`src/rtl/rxf_pkg.sv`:
```
package rxf_pkg;
  localparam int unsigned DA_BYTES = 6;
  localparam logic [31:0] CRC_POLY = 32'hEDB88320;

  typedef enum logic [2:0] {
    MT_NONE    = 3'd0,
    MT_PERFECT = 3'd1,
    MT_HASH    = 3'd2,
    MT_BCAST   = 3'd3,
    MT_PROMISC = 3'd4,
    MT_ALLMC   = 3'd5
  } match_e;

  // Register 0 layout, msb first
  typedef struct packed {
    logic bcast_dis;
    logic rx_all;
    logic hash_mc;
    logic pass_mc;
    logic promisc;
  } mode_t;

  function automatic logic [31:0] crc_step(logic [31:0] c_in, logic [7:0] b);
    logic [31:0] c;
    c = c_in ^ {24'h0, b};
    for (int i = 0; i < 8; i++) c = c[0] ? ((c >> 1) ^ CRC_POLY) : (c >> 1);
    return c;
  endfunction
endpackage

```
`src/rtl/rxf_crc8.sv`:
```
module rxf_crc8
  import rxf_pkg::*;
(
  input  logic       clk_i,
  input  logic       rst_ni,
  input  logic       clr_i,
  input  logic       en_i,
  input  logic [7:0] byte_i,
  output logic [5:0] idx_o
);
  logic [31:0] crc_q, seed, fin;

  assign seed = clr_i ? 32'hFFFF_FFFF : crc_q;

  always_ff @(posedge clk_i or negedge rst_ni) begin
    if (!rst_ni)    crc_q <= 32'hFFFF_FFFF;
    else if (en_i)  crc_q <= crc_step(seed, byte_i);
    else if (clr_i) crc_q <= 32'hFFFF_FFFF;
  end

  // complement, bit-reverse, keep top six
  assign fin = ~crc_q;
  always_comb begin
    for (int i = 0; i < 6; i++) idx_o[5-i] = fin[i];
  end

  AST_CRC_PRESET: assert property (@(posedge clk_i) disable iff (!rst_ni)
    (clr_i && !en_i) |=> (crc_q == 32'hFFFF_FFFF));
endmodule

```
`src/rtl/rxf_cfg_regs.sv`:
```
module rxf_cfg_regs
  import rxf_pkg::*;
#(
  parameter int unsigned ADDR_W    = 6,
  parameter int unsigned NUM_SLOTS = 17
) (
  input  logic                 clk_i,
  input  logic                 rst_ni,
  input  logic                 wr_en_i,
  input  logic [ADDR_W-1:0]    wr_addr_i,
  input  logic [31:0]          wr_data_i,
  output mode_t                mode_o,
  output logic [31:0]          hash_lo_o,
  output logic [31:0]          hash_hi_o,
  output logic [NUM_SLOTS-1:0] slot_en_o
);
  localparam int unsigned MODE_W = $bits(mode_t);

  logic [NUM_SLOTS-1:1] en_q;

  always_ff @(posedge clk_i or negedge rst_ni) begin
    if (!rst_ni) begin
      mode_o    <= '0;
      hash_lo_o <= '0;
      hash_hi_o <= '0;
      en_q      <= '0;
    end else if (wr_en_i) begin
      case (wr_addr_i)
        ADDR_W'(0): mode_o    <= mode_t'(wr_data_i[MODE_W-1:0]);
        ADDR_W'(1): hash_lo_o <= wr_data_i;
        ADDR_W'(2): hash_hi_o <= wr_data_i;
        ADDR_W'(3): en_q      <= wr_data_i[NUM_SLOTS-1:1];
        default: ;
      endcase
    end
  end

  assign slot_en_o = {en_q, 1'b1};

  AST_MODE_HOLD: assert property (@(posedge clk_i) disable iff (!rst_ni)
    !(wr_en_i && wr_addr_i == ADDR_W'(0)) |=> $stable(mode_o));
endmodule

```
`src/rtl/rxf_perfect_bank.sv`:
```
module rxf_perfect_bank #(
  parameter int unsigned ADDR_W    = 6,
  parameter int unsigned NUM_SLOTS = 17,
  parameter int unsigned SLOT_BASE = 16
) (
  input  logic                 clk_i,
  input  logic                 rst_ni,
  input  logic                 wr_en_i,
  input  logic [ADDR_W-1:0]    wr_addr_i,
  input  logic [31:0]          wr_data_i,
  input  logic [NUM_SLOTS-1:0] slot_en_i,
  input  logic [47:0]          da_i,
  output logic                 hit_o
);
  logic [NUM_SLOTS-1:0] hit_vec;

  for (genvar k = 0; k < NUM_SLOTS; k++) begin : g_slot
    localparam logic [ADDR_W-1:0] HI_A = ADDR_W'(SLOT_BASE + 2*k);
    localparam logic [ADDR_W-1:0] LO_A = ADDR_W'(SLOT_BASE + 2*k + 1);
    logic [15:0] hi_q;
    logic [31:0] lo_q;

    always_ff @(posedge clk_i or negedge rst_ni) begin
      if (!rst_ni) begin
        hi_q <= '0;
        lo_q <= '0;
      end else if (wr_en_i) begin
        if (wr_addr_i == HI_A) hi_q <= wr_data_i[15:0];
        if (wr_addr_i == LO_A) lo_q <= wr_data_i;
      end
    end

    assign hit_vec[k] = slot_en_i[k] && ({hi_q, lo_q} == da_i);
  end

  assign hit_o = |hit_vec;

  AST_SLOT0_LIVE: assert property (@(posedge clk_i) disable iff (!rst_ni)
    slot_en_i[0]);
endmodule

```
`src/rtl/rx_addr_filter.sv`:
```
module rx_addr_filter
  import rxf_pkg::*;
#(
  parameter int unsigned NUM_EXTRA = 16,
  parameter int unsigned ADDR_W    = 6,
  parameter int unsigned SLOT_BASE = 16
) (
  input  logic              clk_i,
  input  logic              rst_ni,
  input  logic              wr_en_i,
  input  logic [ADDR_W-1:0] wr_addr_i,
  input  logic [31:0]       wr_data_i,
  input  logic              sof_i,
  input  logic              byte_valid_i,
  input  logic [7:0]        byte_i,
  output logic              decision_valid_o,
  output logic              accept_o,
  output logic [2:0]        match_o
);
  localparam int unsigned NUM_SLOTS = NUM_EXTRA + 1;
  localparam int unsigned CNT_W     = $clog2(DA_BYTES + 1);

  mode_t                mode;
  logic [31:0]          hash_lo, hash_hi;
  logic [NUM_SLOTS-1:0] slot_en;
  logic [5:0]           hidx;
  logic                 perfect_hit;

  logic [CNT_W-1:0] cnt_q, cnt_base, cnt_d;
  logic [47:0]      da_q;
  logic             done_q, take;

  rxf_cfg_regs #(.ADDR_W(ADDR_W), .NUM_SLOTS(NUM_SLOTS)) u_cfg (
    .clk_i, .rst_ni, .wr_en_i, .wr_addr_i, .wr_data_i,
    .mode_o(mode), .hash_lo_o(hash_lo), .hash_hi_o(hash_hi), .slot_en_o(slot_en)
  );

  rxf_perfect_bank #(.ADDR_W(ADDR_W), .NUM_SLOTS(NUM_SLOTS), .SLOT_BASE(SLOT_BASE)) u_bank (
    .clk_i, .rst_ni, .wr_en_i, .wr_addr_i, .wr_data_i,
    .slot_en_i(slot_en), .da_i(da_q), .hit_o(perfect_hit)
  );

  rxf_crc8 u_crc (
    .clk_i, .rst_ni, .clr_i(sof_i), .en_i(take), .byte_i, .idx_o(hidx)
  );

  // byte capture
  assign cnt_base = sof_i ? '0 : cnt_q;
  assign take     = byte_valid_i && (cnt_base != CNT_W'(DA_BYTES));
  assign cnt_d    = cnt_base + CNT_W'(take);

  always_ff @(posedge clk_i or negedge rst_ni) begin
    if (!rst_ni) begin
      cnt_q  <= '0;
      da_q   <= '0;
      done_q <= 1'b0;
    end else begin
      cnt_q  <= cnt_d;
      done_q <= take && (cnt_d == CNT_W'(DA_BYTES));
      if (take) da_q <= {da_q[39:0], byte_i};
    end
  end

  // verdict
  logic   is_mc, is_bc, hash_bit;
  match_e mt;

  assign is_mc    = da_q[40];
  assign is_bc    = &da_q;
  assign hash_bit = hidx[5] ? hash_hi[hidx[4:0]] : hash_lo[hidx[4:0]];

  always_comb begin
    mt = MT_NONE;
    if (mode.rx_all || mode.promisc)  mt = MT_PROMISC;
    else if (is_bc)                   mt = mode.bcast_dis ? MT_NONE : MT_BCAST;
    else if (is_mc) begin
      if (mode.pass_mc)               mt = MT_ALLMC;
      else if (mode.hash_mc && hash_bit) mt = MT_HASH;
    end else if (perfect_hit)         mt = MT_PERFECT;
  end

  assign decision_valid_o = done_q;
  assign match_o          = done_q ? mt : MT_NONE;
  assign accept_o         = done_q && (mt != MT_NONE);

  AST_PULSE_ONE: assert property (@(posedge clk_i) disable iff (!rst_ni)
    decision_valid_o |=> !decision_valid_o);
  AST_CNT_RANGE: assert property (@(posedge clk_i) disable iff (!rst_ni)
    cnt_q <= CNT_W'(DA_BYTES));
  AST_ACCEPT_CODE: assert property (@(posedge clk_i) disable iff (!rst_ni)
    decision_valid_o |-> (accept_o == (match_o != 3'd0)));
  AST_RXALL_WINS: assert property (@(posedge clk_i) disable iff (!rst_ni)
    (decision_valid_o && mode.rx_all) |-> (accept_o && match_o == 3'd4));
  AST_PROMISC_WINS: assert property (@(posedge clk_i) disable iff (!rst_ni)
    (decision_valid_o && mode.promisc) |-> accept_o);
  AST_BCAST_BLOCK: assert property (@(posedge clk_i) disable iff (!rst_ni)
    (decision_valid_o && (&da_q) && mode.bcast_dis && !mode.rx_all && !mode.promisc)
      |-> !accept_o);
endmodule

```
`config.mk`:
```
export PLATFORM = sky130hd
export DESIGN_NAME = rx_addr_filter
export DESIGN_NICKNAME = d
export VERILOG_FILES = /design/src/rtl/rxf_pkg.sv /design/src/rtl/rxf_crc8.sv /design/src/rtl/rxf_cfg_regs.sv /design/src/rtl/rxf_perfect_bank.sv /design/src/rtl/rx_addr_filter.sv
export SDC_FILE = /design/constraint.sdc
export NUM_CORES = 2
export LEC_CHECK = 0
export BUFFER_PORTS_ARGS = -buffer_cell sky130_fd_sc_hd__buf_4
export CORE_UTILIZATION = 60
export DETAILED_ROUTE_END_ITERATION = 6
export PLACE_DENSITY = 0.85
export SLEW_MARGIN = 20
export SYNTH_ARGS = -nofsm -noshare
export SYNTH_HDL_FRONTEND = slang
export SYNTH_SLANG_ARGS = --single-unit
```
`constraint.sdc`:
```
create_clock -name clk_i -period 3.3 [get_ports clk_i]
set_clock_uncertainty 0.15 [all_clocks]
set_input_delay 0 -clock clk_i [delete_from_list [all_inputs] [get_ports clk_i]]
set_output_delay 0 -clock clk_i [all_outputs]
set_load 0.005 [all_outputs]
```
==> summary.txt <==
Min path
  • Min-Delay Path Class: input port to flop
  • Number of cells on the worst hold path: 4

Power and ir drop
  • Power Internal: 24.9 mW
  • Register share of total power: 42.2%
  • Peak VDD IR: 0.000468 V
  • Leakage power summed over all cells: ~26 nW
  • Clock network power share: 31.9%
  • Switching share of power: 32.1%
  • Switching component of the power: 11.7 mW
  • Share of total power in combinational logic: 25.9%
  • Total power density per cell area: roughly 660 mW/mm^2

STA
  • Setup Viol. Count Final: 3
  • Final worst path period need: 3.71 ns
  • Slack of the critical path: -0.413 ns
  • Hold Fails Final Rpt: 1
  • Worst hold slack after final layout: -0.0104 ns
  • Slew headroom: 26.7%
  • Tightest Pin Transition: 1.10 ns
  • Achievable frequency: ~0.27 GHz
  • Unrepaired setup endpoints after global routing: true
  • Slew Limit Fails: 0
  • Final worst-path cycle share: 113%

Floorplan
  • Boundary Pins: 56
  • Effective utilization at floorplan: 60.7%
  • Overall die height: about 280 um
  • X dimension of the die: roughly 280 um
  • Die footprint: 0.0810 mm^2
  • Core footprint: 0.0790 mm^2
  • Number of placement rows: 103

Synth
  • Portion of netlist area occupied by mux cells: 21.4%
  • Count of distinct cell types in the synthesized netlist: 64
  • Post-synthesis compound-gate area fraction: approximately 3.7%
  • Fraction of registers with async set/reset: 100%
  • Count of mapped cells out of synthesis: 3847
  • Share of Yosys cell area claimed by the top area cell type: 49.8%
  • Number of flops mapped to enable cells by yosys: 0
  • Parity-gate share of the synthesized area counting xor and xnor cells: roughly 14%
  • Largest cells by area after synthesis: sky130_fd_sc_hd__dfrtp_1, sky130_fd_sc_hd__mux2_2, sky130_fd_sc_hd__xnor2_1
  • Mapped Nets: between 3000 and 4000
  • Yosys warnings: 0
  • Flip-flop and latch count after synthesis: between 900 and 1000
  • Arithmetic-cell share of the synthesized area counting full adders, half adders and majority gates: less than 1%
  • Mapped cell area: approximately 0.048 mm^2
  • Average footprint of a synthesized cell: around 12 um^2
  • Cell type with the highest aggregate area in the netlist: sky130_fd_sc_hd__dfrtp_1
  • Combinational family with the most area after synthesis: multiplexers
  • Simple-Gate Fraction of Synth Area: 5.77%
  • Share of synthesized area occupied by flip-flops and latches: between 50% and 60%
  • Dominant synthesized flop cell: sky130_fd_sc_hd__dfrtp_1

Clock network
  • Clock tree root buffer cell: sky130_fd_sc_hd__clkbuf_16
  • Clock Sinks: 985
  • Clock latency reported for the late side of the worst-skew pair: 0.71 ns
  • Number of buffers between clock root and the deepest sink: 3
  • Clock edge transition at the registers on the reported setup and hold paths: 0.06 ns
  • Clock tree from TritonCTS: done
  • CTS Buf Count: roughly 100
  • Count of H-tree levels built during CTS: 3

Worst setup path
  • Worst Path Class, Setup: flop to primary output
  • Buffer and inverter count on the worst path: 4
  • Worst-case reg-to-reg path depth: 8
  • Sequence of cells on the critical path: buf_12 > inv_1 > o21ai_0 > a221oi_1 > nand3_1 > nor4_2 > buf_4 > a41oi_2 > and3_4 > a21o_4 > a31oi_4 > buf_6
  • Start point of the critical path: da_q[29]
  • Master of the slowest instance on the critical path: sky130_fd_sc_hd__dfrtp_1
  • Capturing point of the worst reg2reg path: u_crc.crc_q[21]
  • R2r startpoint: u_crc.crc_q[4]
  • Cell depth of the worst setup path: 12
  • CP max FO: 13
  • Worst path max stage delay: 0.41 ns
  • Crit path max-delay family: compound AO/OA/AOI/OAI gates
  • Kind of capture point of the worst setup path: primary output
  • Worst path required time: 3.15 ns
  • Worst reg2reg setup slack: 0.26 ns
  • Worst Setup Start Kind: flop
  • Worst Setup EP: accept_o
  • Arrival time at the worst endpoint: 3.56 ns

Drt
  • Number of DRC violations after detailed-routing iteration 0: about 5400
  • Via count of the routed design: between 30000 and 40000
  • Vias per cell: 6.88
  • Mean routed wirelength per cell: 34.0 um
  • Wirelength, routed: 174000 um
  • DRC violations left: 0
  • Number of routed nets with antenna violations: 0
  • DRT Pass-1 Iters: 5

Finish
  • Commonest cells after routing, fill and taps aside: sky130_fd_sc_hd__dfrtp_1, sky130_fd_sc_hd__mux2_2, sky130_fd_sc_hd__xor2_1
  • Final Instance Count excl. Fillers: 5127
  • Share of post-route cells with drive strength above 1: 32.5%
  • Most common cell after layout, fill and taps aside: sky130_fd_sc_hd__dfrtp_1
  • Filler cell count in the final layout: 5127
  • Synthesis-to-finish area growth: 16.6%
  • Fin nets: 4047
  • Post-layout utilization of the core: 70.7%

Global route
  • Wire length of the first global-routing pass: 248000 um
  • Via count of the first global-routing pass: 35668
  • Total grt overflow: 0
  • Total track usage: a little over two fifths
  • Maximum number of pins on one net before global-route repair: 119
  • Number of antenna violations at the first check in global routing: 11

Status
  • Failing checks: hold timing, setup timing
  • Run status: complete, but fails checks

Placement
  • HPWL after detailed placement: approximately 100000 um
  • Buffers added on ports: 55
  • RD Place Congestion: 0.993
  • Number of placed instances, taps included: 4841

Job
  • Number of max-cap violations: 0
## how the worst min path moves through the flow
stage	from	to	slack [ns]
5_1_grt	byte_i[4]	da_q[4]	0.002
2_1_floorplan	rst_ni	cnt_q[0]	-0.45
3_5_place_dp	rst_ni	cnt_q[2]	-0.23
3_3_place_gp	rst_ni	cnt_q[2]	-0.23
4_1_cts	byte_i[4]	da_q[4]	0.002
6_report	byte_i[4]	da_q[4]	-0.01
## sequential cells by signal, indices dropped and copies added (netlist names)
register,count
cnt_q,3
da_q,48
decision_valid_o,1
u_bank.g_slot.hi_q,272
u_bank.g_slot.lo_q,544
u_cfg.en_q,16
u_cfg.hash_hi_o,32
u_cfg.hash_lo_o,32
u_cfg.mode_o,5
u_crc.crc_q,32
## synth_stat cells (10+ instances only)
cell	instances
sky130_fd_sc_hd__a221oi_1	16
sky130_fd_sc_hd__xor2_1	384
sky130_fd_sc_hd__mux2_2	658
sky130_fd_sc_hd__nor3_1	23
sky130_fd_sc_hd__nand3_1	16
sky130_fd_sc_hd__o2bb2ai_1	10
sky130_fd_sc_hd__nand2_1	102
sky130_fd_sc_hd__clkbuf_1	171
sky130_fd_sc_hd__buf_2	66
sky130_fd_sc_hd__xnor2_1	390
sky130_fd_sc_hd__buf_1	79
sky130_fd_sc_hd__nand4_1	119
sky130_fd_sc_hd__inv_1	58
sky130_fd_sc_hd__mux2_1	224
sky130_fd_sc_hd__inv_2	16
sky130_fd_sc_hd__o21ai_1	13
sky130_fd_sc_hd__o21ai_0	77
sky130_fd_sc_hd__nor4_1	120
sky130_fd_sc_hd__o22a_1	14
sky130_fd_sc_hd__mux4_2	10
sky130_fd_sc_hd__nand2b_1	16
sky130_fd_sc_hd__a21oi_1	30
sky130_fd_sc_hd__dfrtp_1	953
sky130_fd_sc_hd__nor2_1	90
sky130_fd_sc_hd__dfstp_2	32
sky130_fd_sc_hd__o22ai_1	36
## final cells by class
type / instances / area (um^2) / area share (%)
Antenna cell: 3 / 7.51 / 0.0134
Clock buffer: 144 / 2920 / 5.23
Clock inverter: 38 / 399 / 0.714
Inverter: 75 / 300 / 0.537
Multi-Input combinational cell: 2468 / 22500 / 40.3
Sequential cell: 985 / 24700 / 44.2
Tap cell: 1050 / 1310 / 2.35
Timing Repair Buffer: 364 / 3720 / 6.66
## power by group through the flow
stage / logic [mW] / registers, mW / clock network (mW)
2_1_floorplan: 5.60 / 15.0 / 0
4_1_cts: 8.79 / 15.3 / 11.6
5_1_grt: 9.86 / 15.6 / 12.1
3_3_place_gp: 8.17 / 15.4 / 0
3_5_place_dp: 8.36 / 15.5 / 0
6_report: 9.50 / 15.4 / 11.7
## repair_timing
| item | in CTS | in global routing |
|---|---|---|
| hold buffers | 53 | 0 |
| pin swaps | 26 | 42 |
| endpoints found under the hold margin | 1760 | 0 |
| gates cloned | 1 | 1 |
| endpoints found under the setup margin | 4 | 4 |
| buffers inserted | 23 | 25 |
| resized for setup | 55 | 111 |
## cell families after synthesis
| group | Yosys count |
|---|---|
| multiplexers | 901 |
| AND/OR/NAND/NOR | 520 |
| buffers and inverters | 394 |
| XOR/XNOR | 778 |
| AO/OA/AOI/OAI | 268 |
| adder cells (fa/ha/maj) | 1 |
| flip-flops | 985 |
## metrics by stage
step                worst slack, ns  instance area (um^2)  hold WS (ns)  power [mW]   TNS, ns
floorplan                     0.836                 47900        -0.446        20.6         0
global placement            -0.0306                 50600        -0.231        23.6   -0.0523
detailed placement         -0.00602                 50600        -0.232        23.9  -0.00602
CTS                          -0.370                 55000       0.00191        35.8    -0.696
global route                 -0.519                 55900       0.00184        37.6     -1.12
finish                       -0.413                 55900       -0.0104        36.6    -0.834
## worst min-delay path, cell delays in order
cell                            delay [ns]
sky130_fd_sc_hd__dlygate4sd3_1        0.52
sky130_fd_sc_hd__buf_4                0.15
sky130_fd_sc_hd__nand2_1              0.06
sky130_fd_sc_hd__o21ai_0              0.07
## per-layer routing
layer,track usage [%],vias up,wire length (um)
met2,60.6,2829,73600
met5,0,-,56
met1,54.0,17859,61200
met4,31.6,8,15100
met3,14.5,903,24200
li1,-,13664,-
No activity file was read; power rests on OpenSTA's default activity.
